[src/rtl/lcd_wave_seq.sv]
module lcd_wave_seq #(
  parameter int NSEG = 8
) (
  input  logic              clk,
  input  logic              rst_n,
  input  logic              tick,
  input  logic [1:0]        mode,
  input  logic              wave_b,
  input  logic              sleep_req,
  input  logic [4*NSEG-1:0] pix,
  output logic [7:0]        com_lvl,
  output logic [2*NSEG-1:0] seg_lvl,
  output logic              bal_pt,
  output logic              asleep
);

  localparam int NCOM = 4;
  localparam int LW   = 2;

  logic [1:0]      mode_q, cur;
  logic            wb_q, ph;
  logic            restart, wrap;
  logic [NSEG-1:0] row;

  assign restart = (mode != mode_q) || (wave_b != wb_q);
  assign wrap    = (cur == mode_q);
  assign bal_pt  = tick && !asleep && !restart && ph && wrap;
  assign row     = pix[cur*NSEG +: NSEG];

  always_ff @(posedge clk) begin
    if (!rst_n) begin
      mode_q <= 2'd0;
      wb_q   <= 1'b0;
      cur    <= 2'd0;
      ph     <= 1'b0;
      asleep <= 1'b0;
    end else begin
      mode_q <= mode;
      wb_q   <= wave_b;
      if (restart) begin
        cur <= 2'd0;
        ph  <= 1'b0;
      end else if (asleep) begin
        if (!sleep_req) asleep <= 1'b0;
      end else if (tick) begin
        if (bal_pt && sleep_req) asleep <= 1'b1;
        if (!wb_q) begin
          ph <= ~ph;
          if (ph) cur <= wrap ? 2'd0 : cur + 2'd1;
        end else begin
          if (wrap) ph <= ~ph;
          cur <= wrap ? 2'd0 : cur + 2'd1;
        end
      end
    end
  end

  for (genvar c = 0; c < NCOM; c++) begin : g_com
    always_comb begin
      if (asleep || c > int'(mode_q))
        com_lvl[c*LW +: LW] = 2'd0;
      else if (c == int'(cur))
        com_lvl[c*LW +: LW] = ph ? 2'd0 : 2'd3;
      else
        com_lvl[c*LW +: LW] = ph ? 2'd2 : 2'd1;
    end
  end

  for (genvar s = 0; s < NSEG; s++) begin : g_seg
    always_comb begin
      if (asleep)
        seg_lvl[s*LW +: LW] = 2'd0;
      else if (mode_q == 2'd0)
        seg_lvl[s*LW +: LW] = (row[s] ^ ph) ? 2'd0 : 2'd3;
      else if (!ph)
        seg_lvl[s*LW +: LW] = row[s] ? 2'd0 : 2'd2;
      else
        seg_lvl[s*LW +: LW] = row[s] ? 2'd3 : 2'd1;
    end
  end

  logic [NCOM-1:0] hi_com;
  always_comb
    for (int c = 0; c < NCOM; c++) hi_com[c] = (com_lvl[c*LW +: LW] == 2'd3);


  sleep_entry_chk: assert property (@(posedge clk) disable iff (!rst_n)
    $rose(asleep) |-> $past(bal_pt && sleep_req));


  sleep_quiet_chk: assert property (@(posedge clk) disable iff (!rst_n)
    asleep |-> (com_lvl == 8'd0 && seg_lvl == '0));


  cfg_restart_chk: assert property (@(posedge clk) disable iff (!rst_n)
    restart |=> (cur == 2'd0 && !ph));


  slot_range_chk: assert property (@(posedge clk) disable iff (!rst_n)
    cur <= mode_q);


  one_active_chk: assert property (@(posedge clk) disable iff (!rst_n)
    (!asleep && !ph) |-> $countones(hi_com) == 1);


  bal_phase_chk: assert property (@(posedge clk) disable iff (!rst_n)
    bal_pt |=> (asleep || (cur == 2'd0 && !ph) || restart));

endmodule

[config.mk]
export PLATFORM = sky130hd
export DESIGN_NAME = lcd_wave_seq
export DESIGN_NICKNAME = d
export VERILOG_FILES = /design/src/rtl/lcd_wave_seq.sv
export SDC_FILE = /design/constraint.sdc
export NUM_CORES = 1
export LEC_CHECK = 0
export BUFFER_PORTS_ARGS = -buffer_cell sky130_fd_sc_hd__buf_2
export CAP_MARGIN = 40
export CELL_PAD_IN_SITES_DETAIL_PLACEMENT = 1
export CELL_PAD_IN_SITES_GLOBAL_PLACEMENT = 1
export CORE_ASPECT_RATIO = 0.6
export CORE_UTILIZATION = 26
export DETAILED_ROUTE_END_ITERATION = 12
export PLACE_DENSITY = 0.75
export SLEW_MARGIN = 20
export SYNTH_ARGS = -nofsm -noshare
export SYNTH_HDL_FRONTEND = slang
export SYNTH_SLANG_ARGS = --single-unit
[constraint.sdc]
create_clock -name clk -period 1.5 [get_ports clk]
set_input_delay 0.15 -clock clk [delete_from_list [all_inputs] [get_ports clk]]
set_output_delay 0.15 -clock clk [all_outputs]
set_load 0.005 [all_outputs]
==> summary.md, run 1 <==
| Metric | Value |
|---|---|
| Outcome | `finished with violations` |
| Violated checks | `negative setup slack` |
| H-tree depth | `1` |
| Clock network power share | `35.3%` |
| Post-DP Area | `1480 sq um` |
| Post-route cell area | `1660 sq um` |
| Die X | `82 um` |
| Yosys warning total | `0` |
| Power Internal | `533 uW` |
| Core area | `around 3700 sq um` |
| Post-Syn Nets | `between 150 and 200` |
| CTS clk-pin slew, worst paths | `0.04 ns` |
| DRC | `0` |
| Area occupied by registers | `about 150 sq um` |
| Wire per inst | `14.9 um` |
| Sequential Power Share | `a little over a quarter` |
| Grt ovf | `0` |
| P&R area growth vs syn | `65.9%` |
| Root Driver | `clkbuf_8` |
| Peak VDD IR | `0.194 mV` |
| Number of port buffers | `64` |
| Max-capacitance violation count | `0` |
| Number of DRC markers in iteration 0 | `24` |
| Synthesized area | `998 sq um` |
| CP Class | `reg -> out` |
| Min cycle time layout | `around 1.9 ns` |
| Crit path cell chain | `buf_12, mux4_2, nor2_1, mux2i_1, buf_2` |
| N_diodes | `0` |
| Synth Instances | `about 110` |
| Synthesized flop and latch total | `7` |
| Synth Area in Adders | `12.5%` |
| Most frequent cells in the layout | `buf_2, buf_4, nor2_1` |
| Non-filler cells, final | `roughly 240` |
| Antenna violations before repair | `0` |
| Multi-input logic area | `895 sq um` |
| CP peak stage delay | `roughly 0.54 ns` |
| CTS tree | `yes` |
| Routed vias/inst | `4.55` |
| Slew headroom | `between 70% and 80%` |
| RSZ-0062 raised after global routing | `yes` |
| Switch Pwr | `223 uW` |
| Largest net degree at the start of global routing | `11` |
| Register-to-register setup slack | `-0.06 ns` |
| Power, Total | `755 uW` |
| Startpoint type of the worst setup path | `flip-flop` |
| Critical path peak fanout | `6` |
| Clock buffer depth | `2` |
| Type of the most critical hold path | `in -> reg` |
| Dpl cells | `231` |
| Clock Skew | `approximately 0.003 ns` |
| Period utilisation layout | `127%` |
| Worst-Margin Slew | `0.426 ns` |
| Vias in the first global route | `1,226` |
| Drt pass-1 iters | `4` |
| Slowest-stage cell, CP | `mux4_2` |
| Xor/xnor share of the synthesized area | `12.3%` |
| Post-synthesis sequential area ratio | `14.0%` |
| Final Wtd Congestion | `0.817` |
| Sw Share | `29.5%` |
| I/O pin cnt | `65` |
| Final slew viol count | `0` |
| Post-Route WL | `3550 um` |
| Layout cells sized above 1 | `between 60% and 70%` |
| CP Capture Type | `primary output` |
| Layout Utilization | `45.0%` |
| Initial core utilization | `between 20% and 30%` |
| Filler Cell Count | `450` |
| Pwr Density | `between 400 and 500 nW/um^2` |
| Synth cell types | `31` |
| Worst hold slack | `0.160 ns` |
| Fmax achieved | `526 MHz` |
| Nets | `roughly 240` |
| Via count | `1,083` |
| DP HPWL | `2750 um` |
| Worst skew pair latency | `0.22 ns` |
| Global-route wire length before repair | `5660 um` |
| Setup WS pre-CTS | `-0.172 ns` |
| Die Ht | `50 um` |
| WP data required | `1.35 ns` |
| Mean post-synth cell area | `9.00 sq um` |
| Power share of the combinational group | `38.7%` |
| Std-Cell Rows | `17` |
| Simple-gate share of the synthesized area | `22.3%` |
| WP data arrival | `1.75 ns` |
| Most common cell after layout, fill and taps aside | `buf_2` |
| CTS hold repair buffers | `0` |
| TritonCTS buffer count | `3` |
| Complex-gate fraction of the synthesized area | `under 10%` |
| Area contributors post-synth | `mux4_2, dfxtp_1, ha_1` |
| Yosys top cell area share | `18.0%` |
| Clock Sinks | `7` |
| Setup TNS | `-6.75 ns` |
| Hold Fails Final Rpt | `0` |
| Largest area contributor in the netlist | `mux4_2` |
| Setup-failing EPs final | `26` |
| GR Util All Layers | `18.5%` |
| Slack of the critical path | `-0.401 ns` |
| Largest family of logic cells by synthesized area | `multiplexers` |
| Die area | `4100 sq um` |
| Mux cell area share after synthesis | `a little over a quarter` |
| Leak | `roughly 0.77 nW` |
| Post-DRT Antenna Nets | `0` |
registers in the layout, indices dropped and copies added (netlist names):
name,cells
asleep,1
cur,2
mode_q,2
ph,1
wb_q,1
cell families after synthesis:
family | count (synthesis)
xor gates and xnor gates | 14
and+or+nand+nor | 41
muxes | 17
DFF | 7
AOI/OAI and AO/OA | 8
adders and majority gates | 10
buffers and inverters | 14
Yosys cell counts:
cell,count
nand2_1,3
buf_4,1
xnor2_1,11
o21ai_0,1
nand2b_1,2
nor2_1,21
clkbuf_1,3
and3_2,1
or3_4,1
ha_1,10
buf_1,1
inv_1,7
nor4_4,1
o211a_1,1
or2_2,2
nand3b_1,1
mux2i_1,8
mux2_2,1
and2_1,4
xor2_1,3
o21a_1,1
a21oi_1,3
dfxtp_1,7
nor2b_1,2
o2111ai_1,1
or4b_1,1
nor3b_1,1
buf_2,2
mux4_2,8
nor3_1,1
o221a_1,1
power groups by stage:
stage	combinational (mW)	clock (mW)	sequential (mW)
final	0.292	0.267	0.196
after global routing	0.321	0.285	0.197
after CTS	0.274	0.267	0.196
after detailed placement	0.259	0	0.200
after global placement	0.254	0	0.200
after floorplan	0.130	0	0.201
path summary, 6_finish.rpt:
kind | startpoint | to | cells after the start
worst max register to register | cur[0] | ph | 7
worst max-delay path | cur[0] | seg_lvl[10] | 5
worst min register to register | asleep | asleep | 1
worst min-delay path | mode[0] | mode_q[0] | 2
routing by layer:
layer	vias up	GRT usage, %	routed length [um]
met5	-	0	0
met4	0	5.26	27
met1	513	25.3	1700
li1	537	-	-
met3	2	1.11	110
met2	31	31.1	1710
critical path: cells and delay by family (launching register included):
family                 cells  cell delay (ns)
and+or+nand+nor            1             0.18
DFF                        1             0.35
buffers and inverters      2             0.27
muxes                      2             0.73
what timing repair did:
action / CTS / global route
buffers inserted: 2 / 1
gates cloned: 0 / 0
endpoints found under the setup margin: 26 / 27
resized for setup: 15 / 12
pin swaps: 6 / 7
layout make-up:
cell class                 count  share of cell area, %
clock buffer                   4                   2.72
inverter                       7                   1.74
multi-input combinational     90                   54.0
sequential                     7                   8.84
tap                           47                   3.55
timing repair buffer          83                   29.2
Power figures use the tool's default switching activity.
==> run 2, diff against run 1 <==
--- a/config.mk
+++ b/config.mk
@@ -13,6 +13,7 @@
 export CORE_UTILIZATION = 26
 export DETAILED_ROUTE_END_ITERATION = 12
 export PLACE_DENSITY = 0.75
+export SKIP_LAST_GASP = 1
 export SLEW_MARGIN = 20
 export SYNTH_ARGS = -nofsm -noshare
 export SYNTH_HDL_FRONTEND = slang
==> run 2 against run 1 <==
Against the previous run:
- via count did not move
- sequential share of layout area is the same
- clock skew did not move
- the flow still finishes with violations (negative setup slack)
- non-clock buffer count stayed put
- global-route usage unchanged
- count of clock-buffer cells in the layout unchanged
- clock power is essentially flat
- setup slack stayed put
- register-to-register slack about the same
- die area unchanged
==> summary.md, run 2 (same netlist as run 1, synthesis figures left out) <==
| Metric | Value |
|---|---|
| CP peak stage delay | `0.54 ns (about the same)` |
| Final Wtd Congestion | `0.817 (unchanged)` |
| Layout cells sized above 1 | `63.4% (unchanged)` |
| Start point of the worst hold path | `mode[0]` |
| CTS tree | `yes` |
| Buf+Inv Stages, Crit Path | `2 (unchanged)` |
| Outcome | `finished with violations` |
| Number of port buffers | `64 (unchanged)` |
| Crit path cell chain | `buf_12, mux4_2, nor2_1, mux2i_1, buf_2` |
| N_diodes | `0 (unchanged)` |
| Nets | `241 (unchanged)` |
| Die X | `82 um (unchanged)` |
| Antenna violations before repair | `0 (unchanged)` |
| Setup WS pre-CTS | `-0.172 ns (unchanged)` |
| Leak | `0.775 nW (unchanged)` |
| Drt pass-1 iters | `4 (unchanged)` |
| Routed vias/inst | `4.55 (unchanged)` |
| Core area | `3680 sq um (unchanged)` |
| CTS clk-pin slew, worst paths | `0.04 ns (about the same)` |
| Grt ovf | `0 (unchanged)` |
| Global-route wire length before repair | `5660 um (unchanged)` |
| Slew headroom | `71.6% (unchanged)` |
| WP data required | `1.35 ns (about the same)` |
| Die Ht | `50 um (unchanged)` |
| Post-DP Area | `1480 sq um (unchanged)` |
| Vias in the first global route | `1,226 (unchanged)` |
| Clock buffer depth | `2 (unchanged)` |
| Hold Fails Final Rpt | `0 (unchanged)` |
| DP HPWL | `2750 um (unchanged)` |
| Worst-Margin Slew | `0.426 ns (unchanged)` |
| Period utilisation layout | `127% (unchanged)` |
| Number of DRC markers in iteration 0 | `24 (unchanged)` |
| Violated checks | `negative setup slack` |
| Setup crit start | `cur[0]` |
| Slack of the critical path | `-0.401 ns (unchanged)` |
| Layout Utilization | `45.0% (unchanged)` |
| Power, Total | `755 uW (unchanged)` |
| Area occupied by registers | `146 sq um (unchanged)` |
| Post-DRT Antenna Nets | `0 (unchanged)` |
| Post-Route WL | `3550 um (unchanged)` |
| Slowest-stage cell, CP | `mux4_2` |
| TritonCTS buffer count | `3 (unchanged)` |
| Peak VDD IR | `0.194 mV (unchanged)` |
| Clock Skew | `0.00306 ns (unchanged)` |
| Filler Cell Count | `450 (unchanged)` |
| Max-capacitance violation count | `0 (unchanged)` |
| CP Class | `reg -> out` |
| CP Capture Type | `primary output` |
| GR Util All Layers | `18.5% (unchanged)` |
| Type of the most critical hold path | `in -> reg` |
| Final slew viol count | `0 (unchanged)` |
| WP data arrival | `1.75 ns (about the same)` |
| RSZ-0062 raised after global routing | `yes` |
| Most common cell after layout, fill and taps aside | `buf_2` |
| Worst skew pair latency | `0.22 ns (about the same)` |
| Setup-failing EPs final | `26 (unchanged)` |
| Largest registers | `cur (2), mode_q (2)` |
| DRC | `0 (unchanged)` |
| Clock Sinks | `7 (unchanged)` |
| Root Driver | `clkbuf_8` |
| Startpoint type of the worst setup path | `flip-flop` |
| CTS hold repair buffers | `0 (unchanged)` |
| Fmax achieved | `526 MHz (unchanged)` |
| I/O pin cnt | `65 (unchanged)` |
| Min cycle time layout | `1.90 ns (unchanged)` |
| Via count | `1,083 (unchanged)` |
| P&R area growth vs syn | `65.9% (unchanged)` |
| Die area | `4100 sq um (unchanged)` |
| Most frequent cells in the layout | `buf_2, buf_4, nor2_1` |
| Critical path peak fanout | `6 (unchanged)` |
| Pwr Density | `456 nW/um^2 (unchanged)` |
| Post-route cell area | `1660 sq um (unchanged)` |
| Initial core utilization | `27.1% (unchanged)` |
| Multi-input logic area | `895 sq um (unchanged)` |
| Largest net degree at the start of global routing | `11 (unchanged)` |
| Std-Cell Rows | `17 (unchanged)` |
| Wire per inst | `14.9 um (unchanged)` |
| CP delay by family, top | `multiplexers` |
| H-tree depth | `1 (unchanged)` |
| Launch point of the worst reg-to-reg path | `cur[0]` |
==> run 2: layout make-up <==
| cell class | count | area share, % |
|---|---|---|
| clock buffers | 4 | 2.72 |
| well taps | 47 | 3.55 |
| inverters | 7 | 1.74 |
| multi-input cells | 90 | 54.0 |
| flip-flops and latches | 7 | 8.84 |
| repair buffers | 83 | 29.2 |
==> run 2: per-stage QoR <==
step / setup TNS [ns] / hold WS (ns) / instances
floorplan: -0.0921 / 0.272 / 111
global placement: -0.921 / 0.384 / 231
detailed placement: -1.34 / 0.387 / 231
CTS: -6.81 / 0.157 / 237
global route: -8.50 / 0.178 / 238
finish: -6.75 / 0.160 / 238
==> run 2: per-layer routing <==
metal  track usage, %  up-vias  part of all wire [%]
met3             1.11        2                   3.1
li1                 -      537                     -
met5                0        -                     0
met4             5.26        0                  0.76
met2             31.1       31                    48
met1             25.3      513                    48
==> run 2: path summary, 6_finish.rpt <==
| kind | end | slack (ns) | cells after the start |
|---|---|---|---|
| min | mode_q[0] | 0.16 | 2 |
| min reg2reg | asleep | 0.69 | 1 |
| max | seg_lvl[10] | -0.40 | 5 |
| max reg2reg | ph | -0.06 | 7 |
==> run 2: what timing repair did <==
action	4_1_cts	5_1_grt
setup buffers	2	1
gates resized for setup	15	12
pin swaps	6	7
endpoints found under the setup margin	26	27
==> run 2: where the power goes <==
group	total, mW	leakage, nW	switching [mW]	internal [mW]
registers	0.196	0.0586	0.00465	0.192
clock network	0.267	0.0228	0.0829	0.184
logic	0.292	0.693	0.135	0.157
total	0.755	0.775	0.223	0.533
